`config.mk`:
```
export PLATFORM = sky130hd
export DESIGN_NAME = flash_sr_guard
export DESIGN_NICKNAME = d
export VERILOG_FILES = /design/src/rtl/flash_sr_pkg.sv /design/src/rtl/fsr_busy_timer.sv /design/src/rtl/fsr_policy.sv /design/src/rtl/flash_sr_guard.sv
export SDC_FILE = /design/constraint.sdc
export NUM_CORES = 1
export LEC_CHECK = 0
export ABC_AREA = 1
export BUFFER_PORTS_ARGS = -buffer_cell sky130_fd_sc_hd__buf_2
export CAP_MARGIN = 20
export CORE_MARGIN = 5
export CORE_UTILIZATION = 45
export DETAILED_ROUTE_END_ITERATION = 12
export PLACE_DENSITY = 0.79
export SLEW_MARGIN = 20
export SYNTH_ARGS = -nofsm -noshare
export SYNTH_HDL_FRONTEND = slang
export SYNTH_SLANG_ARGS = --single-unit
```
`constraint.sdc`:
```
create_clock -name clk -period 2.7 [get_ports clk]
set_input_delay 0.135 -clock clk [delete_from_list [all_inputs] [get_ports clk]]
set_output_delay 0.135 -clock clk [all_outputs]
set_load 0.01 [all_outputs]
```
`src/rtl/flash_sr_pkg.sv`:
```
package flash_sr_pkg;
  localparam int NCMD = 7;

  typedef enum logic [2:0] {
    C_WREN = 3'd0, C_WRDI = 3'd1, C_WRSR = 3'd2, C_PP = 3'd3,
    C_SE = 3'd4, C_BE = 3'd5, C_CE = 3'd6
  } cmd_e;

  localparam int B_WIP  = 0;
  localparam int B_WEL  = 1;
  localparam int B_BPLO = 2;
  localparam int B_SRP0 = 7;
  localparam int B_SRP1 = 8;

  // Is block blk inside the top region chosen by the low block-protect bits?
  function automatic logic in_protected(input int unsigned blk,
                                        input logic [2:0] bp,
                                        input int unsigned nblk);
    int unsigned cnt;
    if (bp == 3'd0) return 1'b0;
    cnt = 32'd1 << (32'(bp) - 32'd1);
    if (cnt > nblk) cnt = nblk;
    return blk >= (nblk - cnt);
  endfunction

  // Does the protect mode together with the pin allow a status write?
  function automatic logic srp_permits(input logic [1:0] srp, input logic wp_n);
    case (srp)
      2'b00:   return 1'b1;
      2'b01:   return wp_n;
      default: return 1'b0;
    endcase
  endfunction

  // Keep only the lowest set request bit.
  function automatic logic [NCMD-1:0] lowest_req(input logic [NCMD-1:0] req);
    return req & (~req + NCMD'(1));
  endfunction
endpackage

```
`src/rtl/fsr_busy_timer.sv`:
```
module fsr_busy_timer #(
  parameter int CYCLES = 8
) (
  input  logic clk,
  input  logic rst_n,
  input  logic start,
  input  logic abort,
  output logic busy,
  output logic done
);
  localparam int CNT_W = (CYCLES > 1) ? $clog2(CYCLES) : 1;
  logic [CNT_W-1:0] cnt_q;

  assign done = busy && (cnt_q == '0) && !abort;

  always_ff @(posedge clk) begin
    if (!rst_n) begin
      busy  <= 1'b0;
      cnt_q <= '0;
    end else if (abort) begin
      busy  <= 1'b0;
    end else if (start && !busy) begin
      busy  <= 1'b1;
      cnt_q <= CNT_W'(CYCLES - 1);
    end else if (busy) begin
      if (cnt_q == '0) busy <= 1'b0;
      else             cnt_q <= cnt_q - 1'b1;
    end
  end
endmodule

```
`src/rtl/fsr_policy.sv`:
```
module fsr_policy
  import flash_sr_pkg::*;
#(
  parameter int ADDR_W  = 19,
  parameter int BLOCK_W = 16
) (
  input  logic [NCMD-1:0]   grant,
  input  logic [15:0]       status,
  input  logic              wp_n,
  input  logic [ADDR_W-1:0] addr,
  output logic              grant_ok
);
  localparam int BLK_W = ADDR_W - BLOCK_W;
  localparam int unsigned NBLK = 1 << BLK_W;

  logic       busy, wel, addr_locked;
  logic [4:0] bp;
  logic [1:0] srp;

  assign busy = status[B_WIP];
  assign wel  = status[B_WEL];
  assign bp   = status[B_BPLO +: 5];
  assign srp  = status[B_SRP1:B_SRP0];
  assign addr_locked = in_protected(32'(addr[ADDR_W-1:BLOCK_W]), bp[2:0], NBLK);

  always_comb begin
    grant_ok = 1'b0;
    if (grant[C_WREN] || grant[C_WRDI])
      grant_ok = !busy;
    else if (grant[C_WRSR])
      grant_ok = !busy && wel && srp_permits(srp, wp_n);
    else if (grant[C_PP] || grant[C_SE] || grant[C_BE])
      grant_ok = !busy && wel && !addr_locked;
    else if (grant[C_CE])
      grant_ok = !busy && wel && (bp == 5'd0);
  end
endmodule

```
`src/rtl/flash_sr_guard.sv`:
```
module flash_sr_guard
  import flash_sr_pkg::*;
#(
  parameter int ADDR_W      = 19,
  parameter int BLOCK_W     = 16,
  parameter int BUSY_CYCLES = 8
) (
  input  logic              clk,
  input  logic              rst_n,
  input  logic              cmd_wren,
  input  logic              cmd_wrdi,
  input  logic              cmd_wrsr,
  input  logic [15:0]       wrsr_data,
  input  logic              cmd_pp,
  input  logic              cmd_se,
  input  logic              cmd_be,
  input  logic              cmd_ce,
  input  logic [ADDR_W-1:0] cmd_addr,
  input  logic              wp_n,
  input  logic              power_cycle,
  output logic [15:0]       status_o,
  output logic [NCMD-1:0]   accept_o,
  output logic [NCMD-1:0]   reject_o
);
  logic [NCMD-1:0] req, grant;
  logic            grant_ok, take_cmd, start_op, busy, op_done;
  logic [15:2]     sr_q;
  logic            wel_q;

  assign req = {cmd_ce, cmd_be, cmd_se, cmd_pp, cmd_wrsr, cmd_wrdi, cmd_wren};
  assign grant = lowest_req(req);
  assign status_o = {sr_q, wel_q, busy};

  fsr_policy #(.ADDR_W(ADDR_W), .BLOCK_W(BLOCK_W)) u_policy (
    .grant(grant), .status(status_o), .wp_n(wp_n), .addr(cmd_addr),
    .grant_ok(grant_ok)
  );

  assign take_cmd = (|grant) && grant_ok && !power_cycle;
  assign start_op = take_cmd && (grant[C_WRSR] || grant[C_PP] || grant[C_SE] ||
                                 grant[C_BE] || grant[C_CE]);

  fsr_busy_timer #(.CYCLES(BUSY_CYCLES)) u_timer (
    .clk(clk), .rst_n(rst_n), .start(start_op), .abort(power_cycle),
    .busy(busy), .done(op_done)
  );

  always_ff @(posedge clk) begin
    if (!rst_n) begin
      sr_q     <= '0;
      wel_q    <= 1'b0;
      accept_o <= '0;
      reject_o <= '0;
    end else begin
      accept_o <= '0;
      reject_o <= '0;
      if (power_cycle) begin
        wel_q <= 1'b0;
        if (sr_q[B_SRP1:B_SRP0] == 2'b10) sr_q[B_SRP1:B_SRP0] <= 2'b00;
      end else begin
        if (op_done) wel_q <= 1'b0;
        if (take_cmd) begin
          accept_o <= grant;
          if (grant[C_WREN]) wel_q <= 1'b1;
          if (grant[C_WRDI]) wel_q <= 1'b0;
          if (grant[C_WRSR]) sr_q  <= wrsr_data[15:2];
        end else begin
          reject_o <= grant;
        end
      end
    end
  end
endmodule

```
==> metrics.md <==
| Metric | Value |
|---|---|
| Hold_buf cts | 0 |
| Total GRT Usage | 0.153 |
| Final net count | roughly 320 |
| RSZ-0062 raised after global routing | false |
| Initial Utilization | 0.465 |
| DRT antenna net count | 0 |
| Worst-path cell chain | inv_2, ha_1, inv_1, nand2_1, nand2_2, o2111ai_1, ha_1, inv_1, ha_1, nand2_1, nand2_1, nand2_1, a21oi_1, nand3_1, nand2_1, nand2_2, nand2_4, nand2_2, nor2_1 |
| Final Hold Fails | 0 |
| Max-cap violations | 0 |
| Synth warn | 0 |
| H-tree Lvls | 2 |
| Drt pass-1 iters | 4 |
| Clock Latency Late Sink | about 0.34 ns |
| Initial antenna violation count | 0 |
| Status | completed |
| Worst Setup End Kind | flip-flop |
| Fin worst setup slack | around 0.26 ns |
| CTS resizes | 0 |
| TritonCTS Buffers | 5 |
| # IOs | between 70 and 80 |
| WP data arrival | around 2.7 ns |
| Clk sinks | 33 |
| CP max stage cell | dfxtp_4 |
| First-pass GRT wire length | about 5.4 mm |
| # DRC | 0 |
| Avg WL per Cell | ~11 um |
| Power, Total | about 0.91 mW |
| Clock Path Buffers | 2 |
| Pwr Density | 470 mW/mm^2 |
| Cell variety after synth | 31 |
| Clock skew | roughly 0.0090 ns |
| Synth top area share | 0.425 |
| Clock Pin Slew Worst Setup and Hold Paths | 0.10 ns |
| Peak supply drop | about 0.00028 V |
| Post-Place Setup Slack | 0.125 ns |
| Vias in the first global route | 1337 |
| Syn nets | ~260 |
| Worst Path Max Fanout | 7 |
| Mapped cell area | about 0.0016 mm^2 |
| Root Buffer Master | clkbuf_4 |
| Setup violations, final | 0 |
| Slew @ Worst Pin | 0.476 ns |
| Core Area | 0.00334 mm^2 |
| Largest net degree at the start of global routing | 20 |
| TNS Setup | 0 ns |
| DP HPWL | 2.60 mm |
| Largest cells by area after synthesis | dfxtp_1, nor2_1, inv_1, ha_1, nand2_1 |
| Vias per cell | about 4.5 |
| GPL Wtd Cong | between 0.8 and 0.9 |
| Worst EP required | between 2 and 3 ns |
| Syn Area/Cell | ~7.6 um^2 |
| Crit path time final | about 2.4 ns |
| Leakage | approximately 1.0 nW |
| Register area share after synthesis | 0.425 |
| Rel. slew slack | 0.682 |
| Layout cell share with drive strength beyond 1 | 0.316 |
| Fmax | slightly above 0.4 GHz |
| Fillers | between 300 and 400 |
| Site row count | 21 |
| Post-synthesis instance total | between 200 and 250 |
| Critical path's top delay family | simple AND/OR/NAND/NOR gates |
| Max incr delay on CP | roughly 0.37 ns |
| Crit share post-route | 0.904 |
| Hold Crit Class | input pin to flip-flop |
| Setup Buffers After CTS | 0 |
| Antenna Cells | 0 |
| Most frequent CP cell | nand2_1 |
| Synthesized flop and latch total | 33 |
| P&R area growth vs syn | 24.4% |
| IO buf count | 57 |
| Final slew viol count | 0 |
| CTS tree | built |
| Iteration-0 DRC Markers | between 60 and 70 |
| Die Y | just under 70 um |
| Synth area leader | dfxtp_1 |
| CP bufs+invs | 3 |
| Die Wd | between 60 and 70 um |
| Worst Path Class, Setup | flip-flop to flip-flop |
| Drt total wl | 3.32 mm |
| Die area | 0.00473 mm^2 |
| Gr ovfl total | 0 |
| Setup crit start kind | flip-flop |
| Via count | around 1400 |
-- metal layers --
layer	vias up	share of wire	GRT usage
li1	764	-	-
met3	7	0.089	0.0535
met5	-	0	0
met2	51	0.40	0.246
met1	569	0.49	0.185
met4	0	0.017	0.0657
-- state kept, by name (all words and copies together), names as in the netlist --
signal / flops
sr_q: 14
accept_o: 7
reject_o: 7
u_timer.cnt_q: 3
u_timer.busy: 1
wel_q: 1
-- power by group --
part,switching (mW),internal [mW]
sequential,0.00685,0.499
combinational,0.0726,0.0486
clock,0.158,0.123
-- cell type report --
class,count,area [um^2],share of cell area
multi-input cells,133,742,0.384
inverters,33,126,0.0654
clock buffers,7,55.1,0.0285
flip-flops and latches,33,666,0.345
repair buffers,57,285,0.148
well taps,46,57.6,0.0298
-- cells in the mapped netlist --
cell / number
nand3_1: 8
o2111ai_1: 1
buf_4: 2
o211ai_1: 1
o21ai_0: 12
nor2_4: 3
xor2_1: 2
nor4_1: 1
dfxtp_1: 33
o21ai_1: 2
a22o_1: 1
inv_1: 30
buf_1: 1
a21oi_1: 6
nand2_4: 1
clkbuf_1: 1
o21ai_2: 1
nand4_1: 1
nor2_1: 42
nand3b_1: 1
nor3_1: 6
nand2_2: 5
buf_6: 1
a211oi_1: 4
inv_4: 1
nand2_8: 1
inv_2: 2
nand3_2: 1
or2_2: 1
ha_1: 8
nand2_1: 24
-- worst min-delay path, delay by kind of cell --
family	cells	cell delay [ns]
and+or+nand+nor	2	0.11
buffers and inverters	1	0.07
-- metrics by stage --
stage	instance area [um^2]	hold WS [ns]	cells	utilization
global route	1930	0.00679	309	0.579
finish	1930	0.0168	309	0.579
CTS	1920	0.00443	309	0.574
floorplan	1550	0.261	204	-
global placement	1860	0.354	302	0.558
detailed placement	1860	0.364	302	0.558
-- cells by family (layout without fill, tap and decap cells) --
logic type | Yosys count | in the layout | share of synthesized area
xor+xnor | 2 | 2 | 0.0113
simple gates | 95 | 95 | 0.290
flops | 33 | 33 | 0.425
buf+inv | 38 | 97 | 0.103
fa+ha+maj | 8 | 8 | 0.0645
compound gates | 28 | 28 | 0.106
-- cell usage in the layout (no fill, tap or decap) --
cell type / netlist / final
xor2_1: 2 / 2
ha_1: 8 / 8
dfxtp_2: 0 / 1
o21ai_1: 2 / 2
a21oi_1: 6 / 6
dfxtp_1: 33 / 31
nor3_1: 6 / 6
a211oi_1: 4 / 4
nand4_1: 1 / 1
inv_4: 1 / 1
nand3_4: 0 / 1
buf_2: 0 / 57
dfxtp_4: 0 / 1
inv_2: 2 / 3
nand3_1: 8 / 8
a22o_1: 1 / 1
nand2_8: 1 / 1
nor4_1: 1 / 1
nand2_1: 24 / 23
nand2_4: 1 / 1
nor2_1: 42 / 42
o2111ai_1: 1 / 1
nand3b_1: 1 / 1
inv_1: 30 / 29
clkbuf_4: 0 / 5
nand2_2: 5 / 6
clkbuf_8: 0 / 1
o211ai_1: 1 / 1
nor2_4: 3 / 3
clkbuf_1: 1 / 1
o21ai_0: 12 / 12
or2_2: 1 / 1
o21ai_2: 1 / 1
-- worst paths after layout --
path | start | end | slack, ns | cells after the start
min reg2reg | sr_q[8] | sr_q[8] | 0.48 | 2
max reg2reg | sr_q[2] | reject_o[1] | 0.26 | 19
min | wrsr_data[14] | sr_q[14] | 0.02 | 3
max | sr_q[2] | reject_o[1] | 0.26 | 19
No activity file was read; power rests on OpenSTA's default activity.
